===== config.mk =====
export PLATFORM = sky130hd
export DESIGN_NAME = sr_standby_refresh
export DESIGN_NICKNAME = d
export VERILOG_FILES = /design/src/rtl/sr_pkg.sv /design/src/rtl/sr_interval_timer.sv /design/src/rtl/sr_cbr_seq.sv /design/src/rtl/sr_pin_ctrl.sv /design/src/rtl/sr_standby_refresh.sv
export SDC_FILE = /design/constraint.sdc
export NUM_CORES = 1
export LEC_CHECK = 0
export ABC_AREA = 1
export BUFFER_PORTS_ARGS = -buffer_cell sky130_fd_sc_hd__buf_4
export CAP_MARGIN = 5
export CORE_ASPECT_RATIO = 1.75
export CORE_MARGIN = 2
export CORE_UTILIZATION = 40
export CTS_BUF_LIST = sky130_fd_sc_hd__clkbuf_16
export DETAILED_ROUTE_END_ITERATION = 6
export PLACE_DENSITY = 0.77
export SYNTH_ARGS = -nofsm -noshare
export SYNTH_HDL_FRONTEND = slang
export SYNTH_SLANG_ARGS = --single-unit

===== constraint.sdc =====
create_clock -name clk_i -period 1.7 [get_ports clk_i]
set_input_delay 0.51 -clock clk_i [delete_from_list [all_inputs] [get_ports clk_i]]
set_output_delay 0.51 -clock clk_i [all_outputs]
set_load 0.03 [all_outputs]

===== src/rtl/sr_pkg.sv =====
package sr_pkg;
  localparam int unsigned SEL_W    = 2;
  localparam int unsigned N_BANK   = 4;
  localparam int unsigned MA_W     = 11;
  localparam int unsigned MAX_HP   = 16;
  localparam int unsigned CNT_W    = $clog2(MAX_HP);
  localparam int unsigned CAS_LEAD = 1;
  localparam int unsigned RAS_HOLD = 2;
  localparam int unsigned PRE_HOLD = 1;
  localparam int unsigned DW_W     = 2;

  typedef enum logic [1:0] {
    ST_IDLE,
    ST_CAS,
    ST_RAS,
    ST_PRE
  } seq_st_e;

  // interval in half-periods: code 0 -> 1, code n -> 2^(n+1)
  function automatic int unsigned ival_hp(input logic [SEL_W-1:0] sel);
    return (sel == '0) ? 1 : (2 << sel);
  endfunction
endpackage


===== src/rtl/sr_interval_timer.sv =====
module sr_interval_timer
  import sr_pkg::*;
(
  input  logic             clk_i,
  input  logic             rst_ni,
  input  logic             clr_i,
  input  logic [SEL_W-1:0] sel_i,
  output logic             tick_o
);
  logic [CNT_W-1:0] cnt_q, lim_m1;

  assign lim_m1 = CNT_W'(ival_hp(sel_i) - 1);
  // >= keeps a shrinking interval from overrunning the counter
  assign tick_o = !clr_i && (cnt_q >= lim_m1);

  always_ff @(posedge clk_i or negedge rst_ni) begin
    if (!rst_ni)      cnt_q <= '0;
    else if (clr_i)   cnt_q <= '0;
    else if (tick_o)  cnt_q <= '0;
    else              cnt_q <= cnt_q + 1'b1;
  end

  p_tick_restart_r1: assert property (@(posedge clk_i) disable iff (!rst_ni)
    tick_o |=> (cnt_q == '0));
endmodule


===== src/rtl/sr_cbr_seq.sv =====
module sr_cbr_seq
  import sr_pkg::*;
#(
  parameter int unsigned CAS_HP = CAS_LEAD,
  parameter int unsigned RAS_HP = RAS_HOLD,
  parameter int unsigned PRE_HP = PRE_HOLD
) (
  input  logic clk_i,
  input  logic rst_ni,
  input  logic clr_i,
  input  logic tick_i,
  output logic cas_act_o,
  output logic ras_act_o,
  output logic busy_o
);
  seq_st_e         state_q, state_d;
  logic [DW_W-1:0] dwell_q, dwell_d, dwell_lim;
  logic            pend_q, pend_d, start, last;

  assign busy_o = (state_q != ST_IDLE);
  assign start  = !busy_o && (tick_i || pend_q);

  always_comb begin
    case (state_q)
      ST_CAS:  dwell_lim = DW_W'(CAS_HP - 1);
      ST_RAS:  dwell_lim = DW_W'(RAS_HP - 1);
      ST_PRE:  dwell_lim = DW_W'(PRE_HP - 1);
      default: dwell_lim = '0;
    endcase
  end
  assign last = (dwell_q == dwell_lim);

  always_comb begin
    state_d = state_q;
    dwell_d = dwell_q + 1'b1;
    if (clr_i) begin
      state_d = ST_IDLE;
      dwell_d = '0;
    end else begin
      case (state_q)
        ST_IDLE: begin
          dwell_d = '0;
          if (start) state_d = ST_CAS;
        end
        ST_CAS: if (last) begin state_d = ST_RAS;  dwell_d = '0; end
        ST_RAS: if (last) begin state_d = ST_PRE;  dwell_d = '0; end
        ST_PRE: if (last) begin state_d = ST_IDLE; dwell_d = '0; end
        default: begin state_d = ST_IDLE; dwell_d = '0; end
      endcase
    end
  end

  // firings during a running sequence merge into one pending request
  always_comb begin
    pend_d = pend_q;
    if (clr_i)                 pend_d = 1'b0;
    else if (busy_o && tick_i) pend_d = 1'b1;
    else if (start)            pend_d = 1'b0;
  end

  always_ff @(posedge clk_i or negedge rst_ni) begin
    if (!rst_ni) begin
      state_q <= ST_IDLE;
      dwell_q <= '0;
      pend_q  <= 1'b0;
    end else begin
      state_q <= state_d;
      dwell_q <= dwell_d;
      pend_q  <= pend_d;
    end
  end

  assign cas_act_o = (state_q == ST_CAS) || (state_q == ST_RAS);
  assign ras_act_o = (state_q == ST_RAS);

  p_ras_after_cas_r2: assert property (@(posedge clk_i) disable iff (!rst_ni)
    $rose(ras_act_o) |-> $past(cas_act_o));
  p_pend_set_r3: assert property (@(posedge clk_i) disable iff (!rst_ni)
    (busy_o && tick_i && !clr_i) |=> pend_q);
  p_clr_idle_r4: assert property (@(posedge clk_i) disable iff (!rst_ni)
    clr_i |=> !busy_o);
endmodule


===== src/rtl/sr_pin_ctrl.sv =====
module sr_pin_ctrl
  import sr_pkg::*;
(
  input  logic              stby_i,
  input  logic              pd_i,
  input  logic              mras_i,
  input  logic              cfg4m_i,
  input  logic              cas_act_i,
  input  logic              ras_act_i,
  output logic [N_BANK-1:0] ras_n_o,
  output logic [N_BANK-1:0] ras_oe_o,
  output logic [N_BANK-1:0] cas_n_o,
  output logic [N_BANK-1:0] cas_oe_o,
  output logic              mwe_n_o,
  output logic              mwe_oe_o,
  output logic [MA_W-1:0]   ma_o,
  output logic [MA_W-1:0]   ma_oe_o,
  output logic              osc_o,
  output logic              osc_oe_o
);
  for (genvar b = 0; b < N_BANK; b++) begin : g_bank
    if (b == N_BANK - 1) begin : g_top_ras
      assign ras_oe_o[b] = stby_i && !cfg4m_i;
    end else begin : g_low_ras
      assign ras_oe_o[b] = stby_i;
    end
    if (b == 0) begin : g_cas0
      assign cas_oe_o[b] = stby_i;
    end else begin : g_casx
      assign cas_oe_o[b] = stby_i && mras_i;
    end
    assign ras_n_o[b] = !(ras_oe_o[b] && ras_act_i);
    assign cas_n_o[b] = !(cas_oe_o[b] && cas_act_i);
  end

  for (genvar i = 0; i < MA_W; i++) begin : g_ma
    if (i == MA_W - 1) begin : g_hi
      assign ma_oe_o[i] = stby_i && cfg4m_i;
    end else begin : g_lo
      assign ma_oe_o[i] = stby_i;
    end
    assign ma_o[i] = 1'b1;
  end

  assign mwe_n_o  = 1'b1;
  assign mwe_oe_o = stby_i;
  assign osc_o    = 1'b0;
  assign osc_oe_o = pd_i;
endmodule


===== src/rtl/sr_standby_refresh.sv =====
module sr_standby_refresh
  import sr_pkg::*;
(
  input  logic         clk_i,
  input  logic         rst_ni,
  input  logic         cfg_we_i,
  input  logic         cfg_en_i,
  input  logic [1:0]   ival_sel_i,
  input  logic         mras_i,
  input  logic         cfg4m_i,
  input  logic         pwr_sense_i,
  input  logic         pwr_good_i,
  output logic [3:0]   ras_n_o,
  output logic [3:0]   ras_oe_o,
  output logic [3:0]   cas_n_o,
  output logic [3:0]   cas_oe_o,
  output logic         mwe_n_o,
  output logic         mwe_oe_o,
  output logic [10:0]  ma_o,
  output logic [10:0]  ma_oe_o,
  output logic         osc_o,
  output logic         osc_oe_o
);
  logic en_q, stby, sense_lost, tick, cas_act, ras_act, busy;

  assign sense_lost = !pwr_good_i && !pwr_sense_i;

  // sense loss wins over a write
  always_ff @(posedge clk_i or negedge rst_ni) begin
    if (!rst_ni)         en_q <= 1'b0;
    else if (sense_lost) en_q <= 1'b0;
    else if (cfg_we_i)   en_q <= cfg_en_i;
  end

  assign stby = en_q && !pwr_good_i && pwr_sense_i;

  sr_interval_timer u_timer (
    .clk_i  (clk_i),
    .rst_ni (rst_ni),
    .clr_i  (!stby),
    .sel_i  (ival_sel_i),
    .tick_o (tick)
  );

  sr_cbr_seq u_seq (
    .clk_i     (clk_i),
    .rst_ni    (rst_ni),
    .clr_i     (!stby),
    .tick_i    (tick),
    .cas_act_o (cas_act),
    .ras_act_o (ras_act),
    .busy_o    (busy)
  );

  sr_pin_ctrl u_pins (
    .stby_i    (stby),
    .pd_i      (!pwr_good_i),
    .mras_i    (mras_i),
    .cfg4m_i   (cfg4m_i),
    .cas_act_i (cas_act),
    .ras_act_i (ras_act),
    .ras_n_o   (ras_n_o),
    .ras_oe_o  (ras_oe_o),
    .cas_n_o   (cas_n_o),
    .cas_oe_o  (cas_oe_o),
    .mwe_n_o   (mwe_n_o),
    .mwe_oe_o  (mwe_oe_o),
    .ma_o      (ma_o),
    .ma_oe_o   (ma_oe_o),
    .osc_o     (osc_o),
    .osc_oe_o  (osc_oe_o)
  );

  p_en_clear_r5: assert property (@(posedge clk_i) disable iff (!rst_ni)
    sense_lost |=> !en_q);
  p_osc_pd_r9: assert property (@(posedge clk_i) disable iff (!rst_ni)
    !pwr_good_i |-> (osc_oe_o && !osc_o));
  p_osc_rel_r9: assert property (@(posedge clk_i) disable iff (!rst_ni)
    pwr_good_i |-> !osc_oe_o);
  p_release_r10: assert property (@(posedge clk_i) disable iff (!rst_ni)
    pwr_good_i |-> (ras_oe_o == '0 && cas_oe_o == '0 && !mwe_oe_o && ma_oe_o == '0));
  p_strobe_idle_r4: assert property (@(posedge clk_i) disable iff (!rst_ni)
    !busy |-> (ras_n_o == '1 && cas_n_o == '1));
endmodule


After elaboration in Yosys (flattened, before gate mapping)
Index checks and enable logic that the tools add are counted.
{"block": "classes", "muxes": 18, "order_cmp": 1, "shifts": 1, "eq_ne": 9, "reduce_logical": 29, "add_sub_neg": 3}
{"cell": "3-bit != test (second input constant)", "count": 5}
{"cell": "2-bit 2-to-1 mux", "count": 7}
{"cell": "1-bit logical AND", "count": 13}
{"cell": "4-bit 2-to-1 mux", "count": 3}
{"cell": "1-bit zero test", "count": 8}
{"cell": "2-bit one-hot mux with 4 select lines", "count": 1}
{"cell": "1-bit 2-to-1 mux", "count": 6}
{"cell": "4-bit by 1-bit adder with 4-bit output (second input constant)", "count": 1}
{"cell": "2-bit == test (second input constant)", "count": 2}
{"cell": "4-bit greater-or-equal comparator", "count": 1}
{"cell": "2-bit zero test", "count": 2}
{"cell": "2-bit one-hot mux with 2 select lines", "count": 1}
{"cell": "4-bit AND reduction", "count": 1}
{"cell": "2-bit nonzero test", "count": 2}
{"cell": "2-bit by 2-bit << shifter with 4-bit output (first input constant)", "count": 1}
{"cell": "4-bit by 1-bit subtractor with 4-bit output (second input constant)", "count": 1}
{"cell": "3-bit OR reduction", "count": 1}
{"cell": "2-bit by 1-bit adder with 2-bit output (second input constant)", "count": 1}
{"cell": "2-bit by 1-bit == test with 1-bit output", "count": 1}
{"cell": "2-bit by 1-bit == test with 1-bit output (second input constant)", "count": 1}
{"cell": "1-bit logical OR", "count": 2}
{"block": "totals", "reg_bits": 10, "input_bits": 10, "elab_cells": 66}

Depth between registers and ports, before layout
Gate-level depths: netlist of run 1.
{"block": "depth", "word_depth": 10, "depth_mapped": 9, "depth_no_buf": 9}

Modules after synthesis
From an unflattened synthesis of run 1, not the netlist that was laid out.
{"block": "hier_totals", "hier_cells": 134, "hier_area_um2": 972.2}
{"module": "sr_cbr_seq", "cells_per_inst": 40, "n_inst": 1, "seq_area_each_um2": 125.1, "area_per_inst_um2": 320.3}
{"module": "sr_pin_ctrl", "cells_per_inst": 48, "n_inst": 1, "seq_area_each_um2": 0.0, "area_per_inst_um2": 316.6}
{"module": "sr_interval_timer", "cells_per_inst": 35, "n_inst": 1, "seq_area_each_um2": 100.1, "area_per_inst_um2": 271.5}
{"module": "sr_standby_refresh", "cells_per_inst": 11, "n_inst": 1, "seq_area_each_um2": 25.0, "area_per_inst_um2": 63.8}

Worst setup path before layout of run 1
Ideal clock, no wire load.
{"block": "synth_path", "path_type": "input to output", "start": "input pwr_good_i", "end": "output cas_n_o[2]", "arrival_ns": 2.059, "required_ns": 1.190, "slack_ns": -0.869, "path_buffers": 2, "stages": 6, "path_cell_list": "inv_2 -> nand3_2 -> buf_6 -> nor2_1 -> nand2_1 -> buf_4"}
{"block": "synth_via", "elab_chain_cells": 6}
{"element": "start: declaration", "line_no": "sr_standby_refresh.sv:12", "source": "input logic pwr_good_i,"}
{"element": "1-bit zero test", "line_no": "sr_standby_refresh.sv:35", "source": "assign stby = en_q && !pwr_good_i && pwr_sense_i;"}
{"element": "1-bit logical AND (2 in series)", "line_no": "sr_standby_refresh.sv:35"}
{"element": "1-bit logical AND"}
{"element": "via cas_oe_o[1]", "line_no": "sr_standby_refresh.sv:16", "source": "output logic [3:0] cas_oe_o,"}
{"element": "1-bit logical AND"}
{"element": "1-bit zero test"}
{"element": "end: declaration", "line_no": "sr_standby_refresh.sv:15", "source": "output logic [3:0] cas_n_o,"}
The timed path passes the listed nets, and every way through them passes these cells.

Final worst setup path of run 1
{"block": "layout_path", "start": "input pwr_sense_i", "end": "output ras_n_o[2]"}
{"block": "layout_via", "elab_chain_cells": 3}
{"element": "start: declaration", "line_no": "sr_standby_refresh.sv:11", "source": "input logic pwr_sense_i,"}
{"element": "1-bit logical AND", "line_no": "sr_standby_refresh.sv:35"}
{"element": "1-bit logical AND", "line_no": "sr_pin_ctrl.sv:32", "source": "assign ras_n_o[b] = !(ras_oe_o[b] && ras_act_i);"}
{"element": "1-bit zero test", "line_no": "sr_pin_ctrl.sv:32"}
{"element": "end: declaration", "line_no": "sr_standby_refresh.sv:13", "source": "output logic [3:0] ras_n_o,"}
Every way passes these cells.

==> results of run 1 <==
routing by layer:
layer / GRT usage / share of wire / vias to the layer above
met5: 0 / 0 / -
met4: 0.0500 / 0 / 0
met3: 0.0195 / 0.039 / 0
met2: 0.280 / 0.64 / 22
met1: 0.148 / 0.32 / 340
li1: - / - / 373
worst max-delay path by stage:
stage,endpoint,start,cells after the start
6_report,ras_n_o[2],pwr_sense_i,6
5_1_grt,ras_n_o[2],en_q,5
4_1_cts,ras_n_o[2],en_q,5
3_5_place_dp,cas_n_o[0],pwr_good_i,7
3_3_place_gp,cas_n_o[0],pwr_good_i,7
2_1_floorplan,ras_n_o[1],pwr_good_i,5
cells in the mapped netlist (all sizes together):
master	count	area share
dfrtp	10	0.27
a21oi	3	0.028
a2111oi	1	0.016
xor2	1	0.0093
o21ai	3	0.020
buf	34	0.27
clkinv	1	0.0040
ha	9	0.12
and3b	1	0.0093
nor2	9	0.038
nor3	3	0.016
nand2	16	0.066
conb	2	0.0080
xnor2	1	0.0093
o311ai	1	0.017
nand4	1	0.0066
o22ai	1	0.0066
nand3	4	0.027
inv	15	0.060
logic make-up after synthesis:
group / after synthesis / synth area share
flip-flops: 10 / 0.265
AO/OA/AOI/OAI: 9 / 0.0875
AND/OR/NAND/NOR: 34 / 0.163
adder cells (fa/ha/maj): 9 / 0.119
XOR/XNOR: 2 / 0.0186
buffers and inverters: 50 / 0.338
other: 2 / 0.00796
area by class of cell:
cell class | instances | area share
Clock buffer | 3 | 0.0560
Clock inverter | 1 | 0.00280
Inverter | 16 | 0.0569
Multi-Input combinational cell | 67 | 0.362
Sequential cell | 10 | 0.187
Tap cell | 25 | 0.0233
Timing Repair Buffer | 47 | 0.312
critical path, delay by kind of cell:
kind          cells  cell delay (ns)
buf+inv           4             0.53
simple gates      2             0.19
sequential cells by signal (all words and copies together) (netlist names):
name / cells
u_timer.cnt_q: 4
u_seq.dwell_q: 2
u_seq.pend_q: 1
en_q: 1
u_seq.state_q: 2
through the flow:
stage,power (mW),cells
after floorplan,0.428,127
final,0.891,169
after CTS,0.896,168
after global placement,0.454,161
after global routing,0.926,169
after detailed placement,0.458,161
power groups by stage:
stage	combinational, mW	clock, mW	sequential, mW
2_1_floorplan	0.176	0	0.252
3_3_place_gp	0.202	0	0.253
3_5_place_dp	0.205	0	0.253
4_1_cts	0.219	0.428	0.249
5_1_grt	0.239	0.438	0.250
6_report	0.222	0.420	0.249
what timing repair did:
| action | 4_1_cts | 5_1_grt |
|---|---|---|
| pin swaps | 2 | 2 |
| buffers inserted | 3 | 1 |
| endpoints found under the hold margin | 0 | 0 |
| setup endpoints to repair | 24 | 25 |
| resized for setup | 15 | 6 |
==> flow_metrics.tcl, run 1 <==
set metrics [dict create \
    yosysWarningCount 0 \
    hpwlAfterDp_um 1530 \
    area_growth_pct 42.2 \
    leakagePower_nw 0.744 \
    syn_inst 116 \
    timing.rr.start "u_seq.state_q[0]" \
    worstPathCellList "buf_4 -> nand3_4 -> clkinvlp_4 -> buf_12 -> nand2_4 -> buf_6" \
    max_freq_mhz 570 \
    setup_tns_ns -0.305 \
    numCtsBuffers 3 \
    critPathKind "primary input to primary output" \
    switching_share 0.292 \
    holdWs_ns 0.0939 \
    hold_viol_final 0 \
    vias_per_cell 4.35 \
    vias 735 \
    cpPeakStageDelay_ns 0.16 \
    combPwrFrac 0.249 \
    mostFrequentLayoutCells "34 x buf_4, 13 x conb_1, 11 x nand2_1, 11 x buf_6" \
    num_io_pins 52 \
    cp_max_fo 17 \
    seq_area_um2 250 \
    drive_above_1_share 0.493 \
    layout_commonest_cell "buf_4" \
    yosysSeqAreaShare 0.265 \
    place_ws_ns -0.0893 \
    cts_tree "yes" \
    r2r_slack_ns 0.15 \
    antenna_found_initial 0 \
    htreeDepth 1 \
    min_period_ns 1.75 \
    worst_ep_arrival_time_ns 1.24 \
    power.internal_mw 0.631 \
    power.share.clock 0.472 \
    setup_ws_ns -0.0533 \
    status "complete, but fails checks" \
    startpoint_type "primary input" \
    violations "negative setup slack" \
    r2r_cells 9 \
    max-vdd-ir-drop_mv 0.579 \
    grt-ovfl-total 0 \
    grt_usage 0.146 \
    gp_congestion 0.730 \
    synth_area_per_cell_um2 8.13 \
    first_pass_iters 4 \
    endpoint_kind "primary output" \
    nets 164 \
    fin_area_um2 1340 \
    io_buffers 38 \
    fin_crit_sh 1.03 \
    dieArea_um2 2780 \
    rows 23 \
    clk_latency_ns 0.24 \
    maxCapViolations 0 \
    finalSetupViolations 19 \
    grt_pass1_wl_um 2760 \
    cts-root-buf "clkbuf_16" \
    dieWidth_um 40.7 \
    pwr-share-seq 0.280 \
    cts_sinks 10 \
    syn_area_um2 943 \
    synth_seq_cells 10 \
    p_switching_mw 0.260 \
    drc 0 \
    min_path_type "primary input to async pin" \
    drt_iter0_drc 2 \
    power_density_nw_per_um2 664 \
    ctsHoldBuffers 0 \
    num-fill-cells 197 \
    grt_pass1_vias 647 \
    cp.required_ns 1.19 \
    final.setup_skew_ns 0.00492 \
    clk_pin_slew_ns 0.04 \
    synth.distinct_cells 26 \
    routed_wl_um 1890 \
    start_util 0.415 \
    drtAntennaViolNets 0 \
    cp_slowest_cell "buf_12" \
    wl_per_cell_um 11.2 \
    diodes 0 \
    finish.utilization 0.590 \
    die_height_um 68.2 \
    cts_buffer_depth 2 \
    rr_endpoint "u_seq.state_q[0]" \
    rsz0062_at_grt "yes" \
    slew_viol_final 0 \
    postPlaceCellArea_um2 1150 \
    grt_max_degree 18 \
    coreArea_um2 2270 \
    multi_input_area_um2 485 \
]
No activity file was read; power rests on OpenSTA's default activity.
==> run 2, diff against run 1 <==
--- a/config.mk
+++ b/config.mk
@@ -8,7 +8,6 @@
 export ABC_AREA = 1
 export BUFFER_PORTS_ARGS = -buffer_cell sky130_fd_sc_hd__buf_4
 export CAP_MARGIN = 5
-export CORE_ASPECT_RATIO = 1.75
 export CORE_MARGIN = 2
 export CORE_UTILIZATION = 40
 export CTS_BUF_LIST = sky130_fd_sc_hd__clkbuf_16
==> run 2 against run 1 <==
Highest routed layer is now met4. Setup slack got worse by 0.032 ns. Largest cell class is now non-clock buffers. Critical path depth decreased by 1. Fmax decreased by 1.8%. Non-clock buffer count increased by 1. Via count increased by 3.3%. Utilization increased by 4.7 points. The flow still finishes with violations (negative setup slack). Power increased by 0.57%. Clock-buffer cell count unchanged. Sequential cell count unchanged.
==> flow_metrics.tcl, run 2 (synthesis gave the netlist of run 1 again) <==
set metrics [dict create \
    largest_register_ffs 4 \
    grt_pass1_vias 765 \
    cp_slowest_cell "dfrtp_1" \
    start_util 0.426 \
    cp_max_fo 7 \
    rows 17 \
    fin_crit_sh 1.05 \
    drtAntennaViolNets 0 \
    antenna_found_initial 0 \
    hpwlAfterDp_um 1490 \
    violations "negative setup slack" \
    mostFrequentLayoutCells "25 x buf_6, 20 x buf_4, 13 x conb_1" \
    dieWidth_um 52.6 \
    wl_per_cell_um 11.6 \
    min_period_ns 1.78 \
    die_height_um 52.6 \
    endpoint_kind "primary output" \
    gp_congestion 0.825 \
    maxCapViolations 0 \
    min_path_type "primary input to async pin" \
    clk_pin_slew_ns 0.04 \
    layout_commonest_cell "buf_6" \
    worstPathCellList "nand3_4 -> clkinvlp_4 -> buf_6 -> buf_16 -> buf_6" \
    htreeDepth 1 \
    grt-ovfl-total 0 \
    first_pass_iters 3 \
    cts_sinks 10 \
    crit_top_cell "buf_6" \
    slew_viol_final 0 \
    power_density_nw_per_um2 636 \
    drt_iter0_drc 4 \
    startpoint_type "flop" \
    hold_viol_final 0 \
    fin_area_um2 1410 \
    dieArea_um2 2760 \
    vias 759 \
    r2r_cells 6 \
    vias_per_cell 4.41 \
    area_growth_pct 49.3 \
    grt_pass1_wl_um 3190 \
    max_freq_mhz 560 \
    largest-register "u_timer.cnt_q" \
    critPathKind "flop to primary output" \
    cts-root-buf "clkbuf_16" \
    status "complete, but fails checks" \
    cts_buffer_depth 2 \
    clk_latency_ns 0.23 \
    setup_tns_ns -1.19 \
    top_regs "u_timer.cnt_q (4), u_seq.dwell_q (2), u_seq.state_q (2)" \
    leakagePower_nw 0.764 \
    postPlaceCellArea_um2 1140 \
    finalSetupViolations 18 \
    grt_usage 0.161 \
    num_io_pins 52 \
    nets 165 \
    io_buffers 38 \
    worst_ep_arrival_time_ns 1.27 \
    coreArea_um2 2210 \
    routed_wl_um 2000 \
    drive_above_1_share 0.493 \
    rsz0062_at_grt "yes" \
    numCtsBuffers 3 \
    cpPeakStageDelay_ns 0.40 \
    cp.required_ns 1.19 \
    setup_ws_ns -0.0849 \
    drc 0 \
    cts_tree "yes" \
    max-vdd-ir-drop_mv 0.626 \
    diodes 0 \
    grt_max_degree 11 \
    final.setup_skew_ns 0.000954 \
]
## run 2: changes by cell type in the layout (fill, tap and decap cells not counted), sizes merged
cell / previous run / this run
clkinv: 2 / 1
buf: 47 / 48
## run 2: layout make-up
class | count | area [um2]
fill | 171 | 803
timing repair buffer | 48 | 489
multi-input combinational | 67 | 483
sequential | 10 | 250
inverter | 16 | 76.3
clock buffer | 3 | 75.1
tap | 28 | 35.0
## run 2: critical path, delay by kind of cell (launching register included)
| kind | cells | cell delay, ns |
|---|---|---|
| buffers and inverters | 4 | 0.52 |
| and+or+nand+nor | 1 | 0.11 |
| DFF | 1 | 0.40 |
## run 2: path summary, 6_finish.rpt
check                            startpoint                to  slack, ns
max                                    en_q        ma_oe_o[5]      -0.08
min                                  rst_ni  u_timer.cnt_q[2]       0.10
max reg2reg                u_seq.state_q[1]  u_seq.state_q[1]       0.24
min reg2reg                    u_seq.pend_q      u_seq.pend_q       0.50
max in group asynchronous            rst_ni              en_q       1.46
min in group clk_i                 cfg_we_i              en_q       0.46
## run 2: repair_timing
item	4_1_cts	5_1_grt
pin swaps	1	2
endpoints found under the setup margin	25	25
hold buffers	0	0
setup buffers	4	2
cloned	1	0
resized for setup	29	7
## run 2: per-layer routing
layer	routed length, um	track usage	up-vias
li1	-	-	372
met1	698	0.160	357
met2	1200	0.321	26
met3	68	0.0171	4
met4	33	0.0769	0
met5	0	0	-
## run 2: report_power, final
| part | internal, mW | switching [mW] |
|---|---|---|
| registers | 0.244 | 0.00493 |
| clock network | 0.304 | 0.102 |
| logic | 0.0910 | 0.149 |
| total | 0.640 | 0.256 |
## run 2: metrics by stage
step	cells	util	total power, mW	hold slack (ns)	setup WS, ns
2_1_floorplan	127	-	0.428	0.214	-0.172
3_3_place_gp	163	0.518	0.454	0.344	-0.0686
3_5_place_dp	163	0.518	0.458	0.347	-0.0898
4_1_cts	171	0.631	0.899	0.0994	-0.0884
5_1_grt	172	0.637	0.933	0.103	-0.148
6_report	172	0.637	0.896	0.100	-0.0849
==> run 3, diff against run 2 <==
==> constraint.sdc (replaced) <==
create_clock -name clk_i -period 1.7 [get_ports clk_i]
set_input_delay 0.34 -clock clk_i [delete_from_list [all_inputs] [get_ports clk_i]]
set_output_delay 0.34 -clock clk_i [all_outputs]
set_load 0.03 [all_outputs]
==> run 3 against run 2 <==
The flow now finishes without violations. Largest power group unchanged. Critical endpoint is now cas_n_o[0]. Worst hold slack gained 0.19 ns. Routed wire length shrank 16%. Via count shrank 4.3%. Die area is the same.
==> flow_metrics.tcl, run 3 (synthesis gave the netlist of run 1 again) <==
set metrics [dict create \
    power_density_nw_per_um2 701 \
    layout_commonest_cell "buf_4" \
    nets 160 \
    max-vdd-ir-drop_mv 0.705 \
    dieArea_um2 2760 \
    grt_usage 0.131 \
    cp_max_fo 4 \
    r2r_slack_ns 0.21 \
    hold_start "cfg_we_i" \
    status "finished clean" \
    holdPathStages 2 \
    largest-register "u_timer.cnt_q" \
    start_util 0.426 \
    wl_per_cell_um 10.0 \
    drtAntennaViolNets 0 \
    gp_congestion 0.711 \
    worst_ep_arrival_time_ns 1.32 \
    diodes 0 \
    num_io_pins 52 \
    drc 0 \
    cts-root-buf "clkbuf_16" \
    area_growth_pct 26.7 \
    cts_buffer_depth 2 \
    rr_endpoint "u_seq.state_q[1]" \
    grt_pass1_wl_um 2700 \
    min_path_type "primary input to flop" \
    antenna_found_initial 0 \
    fin_crit_sh 0.976 \
    grt-ovfl-total 0 \
    htreeDepth 1 \
    grt_max_degree 16 \
    mostFrequentLayoutCells "42 x buf_4, 13 x nand2_1, 13 x conb_1" \
    routed_wl_um 1680 \
    leakagePower_nw 0.677 \
    vias 726 \
    finalSetupViolations 0 \
    rsz0062_at_grt "yes" \
    coreArea_um2 2210 \
    hpwlAfterDp_um 1450 \
    critPathKind "flop to primary output" \
    setup_ws_ns 0.0400 \
    die_height_um 52.6 \
    slew_viol_final 0 \
    holdWs_ns 0.290 \
    cp.required_ns 1.36 \
    first_pass_iters 4 \
    vias_per_cell 4.35 \
    largest_register_ffs 4 \
    endpoint_kind "primary output" \
    place_ws_ns 0.0845 \
    drive_above_1_share 0.432 \
    startpoint_type "flop" \
    dieWidth_um 52.6 \
    max_freq_mhz 602 \
    grt_pass1_vias 686 \
    cts_tree "yes" \
    numCtsBuffers 3 \
    hold_viol_final 0 \
    io_buffers 38 \
    drt_iter0_drc 4 \
    rows 17 \
    final.setup_skew_ns 0.000908 \
    cts_sinks 10 \
    r2r_cells 9 \
    timing.rr.start "u_seq.state_q[0]" \
    worst_hold_path.endpoint "en_q" \
    clk_latency_ns 0.23 \
    clk_pin_slew_ns 0.04 \
    maxCapViolations 0 \
    min_period_ns 1.66 \
    top_regs "u_timer.cnt_q (4), u_seq.dwell_q (2), u_seq.state_q (2)" \
]
==> run 3: worst max-delay path by stage <==
stage / start / to / slack, ns
2_1_floorplan: pwr_good_i / ras_n_o[1] / 0.02
3_5_place_dp: pwr_sense_i / ras_n_o[1] / 0.08
5_1_grt: u_seq.state_q[0] / cas_n_o[0] / -0.02
6_report: u_seq.state_q[0] / cas_n_o[0] / 0.04
3_3_place_gp: pwr_sense_i / cas_n_o[0] / 0.12
4_1_cts: u_seq.state_q[0] / ras_n_o[1] / 0.04
==> run 3: power breakdown <==
part           total (mW)  switching [mW]  internal, mW
Combinational       0.196           0.134        0.0620
Sequential          0.250         0.00552         0.245
Clock               0.392          0.0890         0.303
Total               0.838           0.229         0.610
==> run 3: layout make-up <==
cell class / instances / area, um2
Timing Repair Buffer: 43 / 325
Tap cell: 28 / 35.0
Multi-Input combinational cell: 67 / 445
Fill cell: 205 / 1020
Clock buffer: 3 / 75.1
Inverter: 16 / 63.8
Sequential cell: 10 / 250
==> run 3: worst max-delay path, cell delays in order, from the launching register on <==
cell     delay, ns
dfrtp_1       0.39
inv_1         0.10
ha_1          0.34
nand2_1       0.10
buf_4         0.16
==> run 3: through the flow <==
| step | area (um2) | std cells | util | power (mW) | TNS, ns |
|---|---|---|---|---|---|
| 2_1_floorplan | 1010 | 127 | - | 0.423 | 0 |
| 3_3_place_gp | 1080 | 161 | 0.490 | 0.438 | 0 |
| 4_1_cts | 1180 | 167 | 0.536 | 0.846 | 0 |
| 3_5_place_dp | 1080 | 161 | 0.490 | 0.442 | 0 |
| 6_report | 1190 | 167 | 0.540 | 0.838 | 0 |
| 5_1_grt | 1190 | 167 | 0.540 | 0.875 | -0.0231 |
==> run 3: what timing repair did <==
action,CTS,global route
hold endpoints to repair,10,0
endpoints found under the setup margin,19,8
hold buffers,1,0
setup buffers,2,0
resized for setup,0,2
==> run 3: layer usage <==
| layer | track usage | share of wire |
|---|---|---|
| met1 | 0.139 | 0.38 |
| met2 | 0.252 | 0.55 |
| met3 | 0.0429 | 0.072 |
| met4 | 0.0171 | 0 |
| met5 | 0 | 0 |
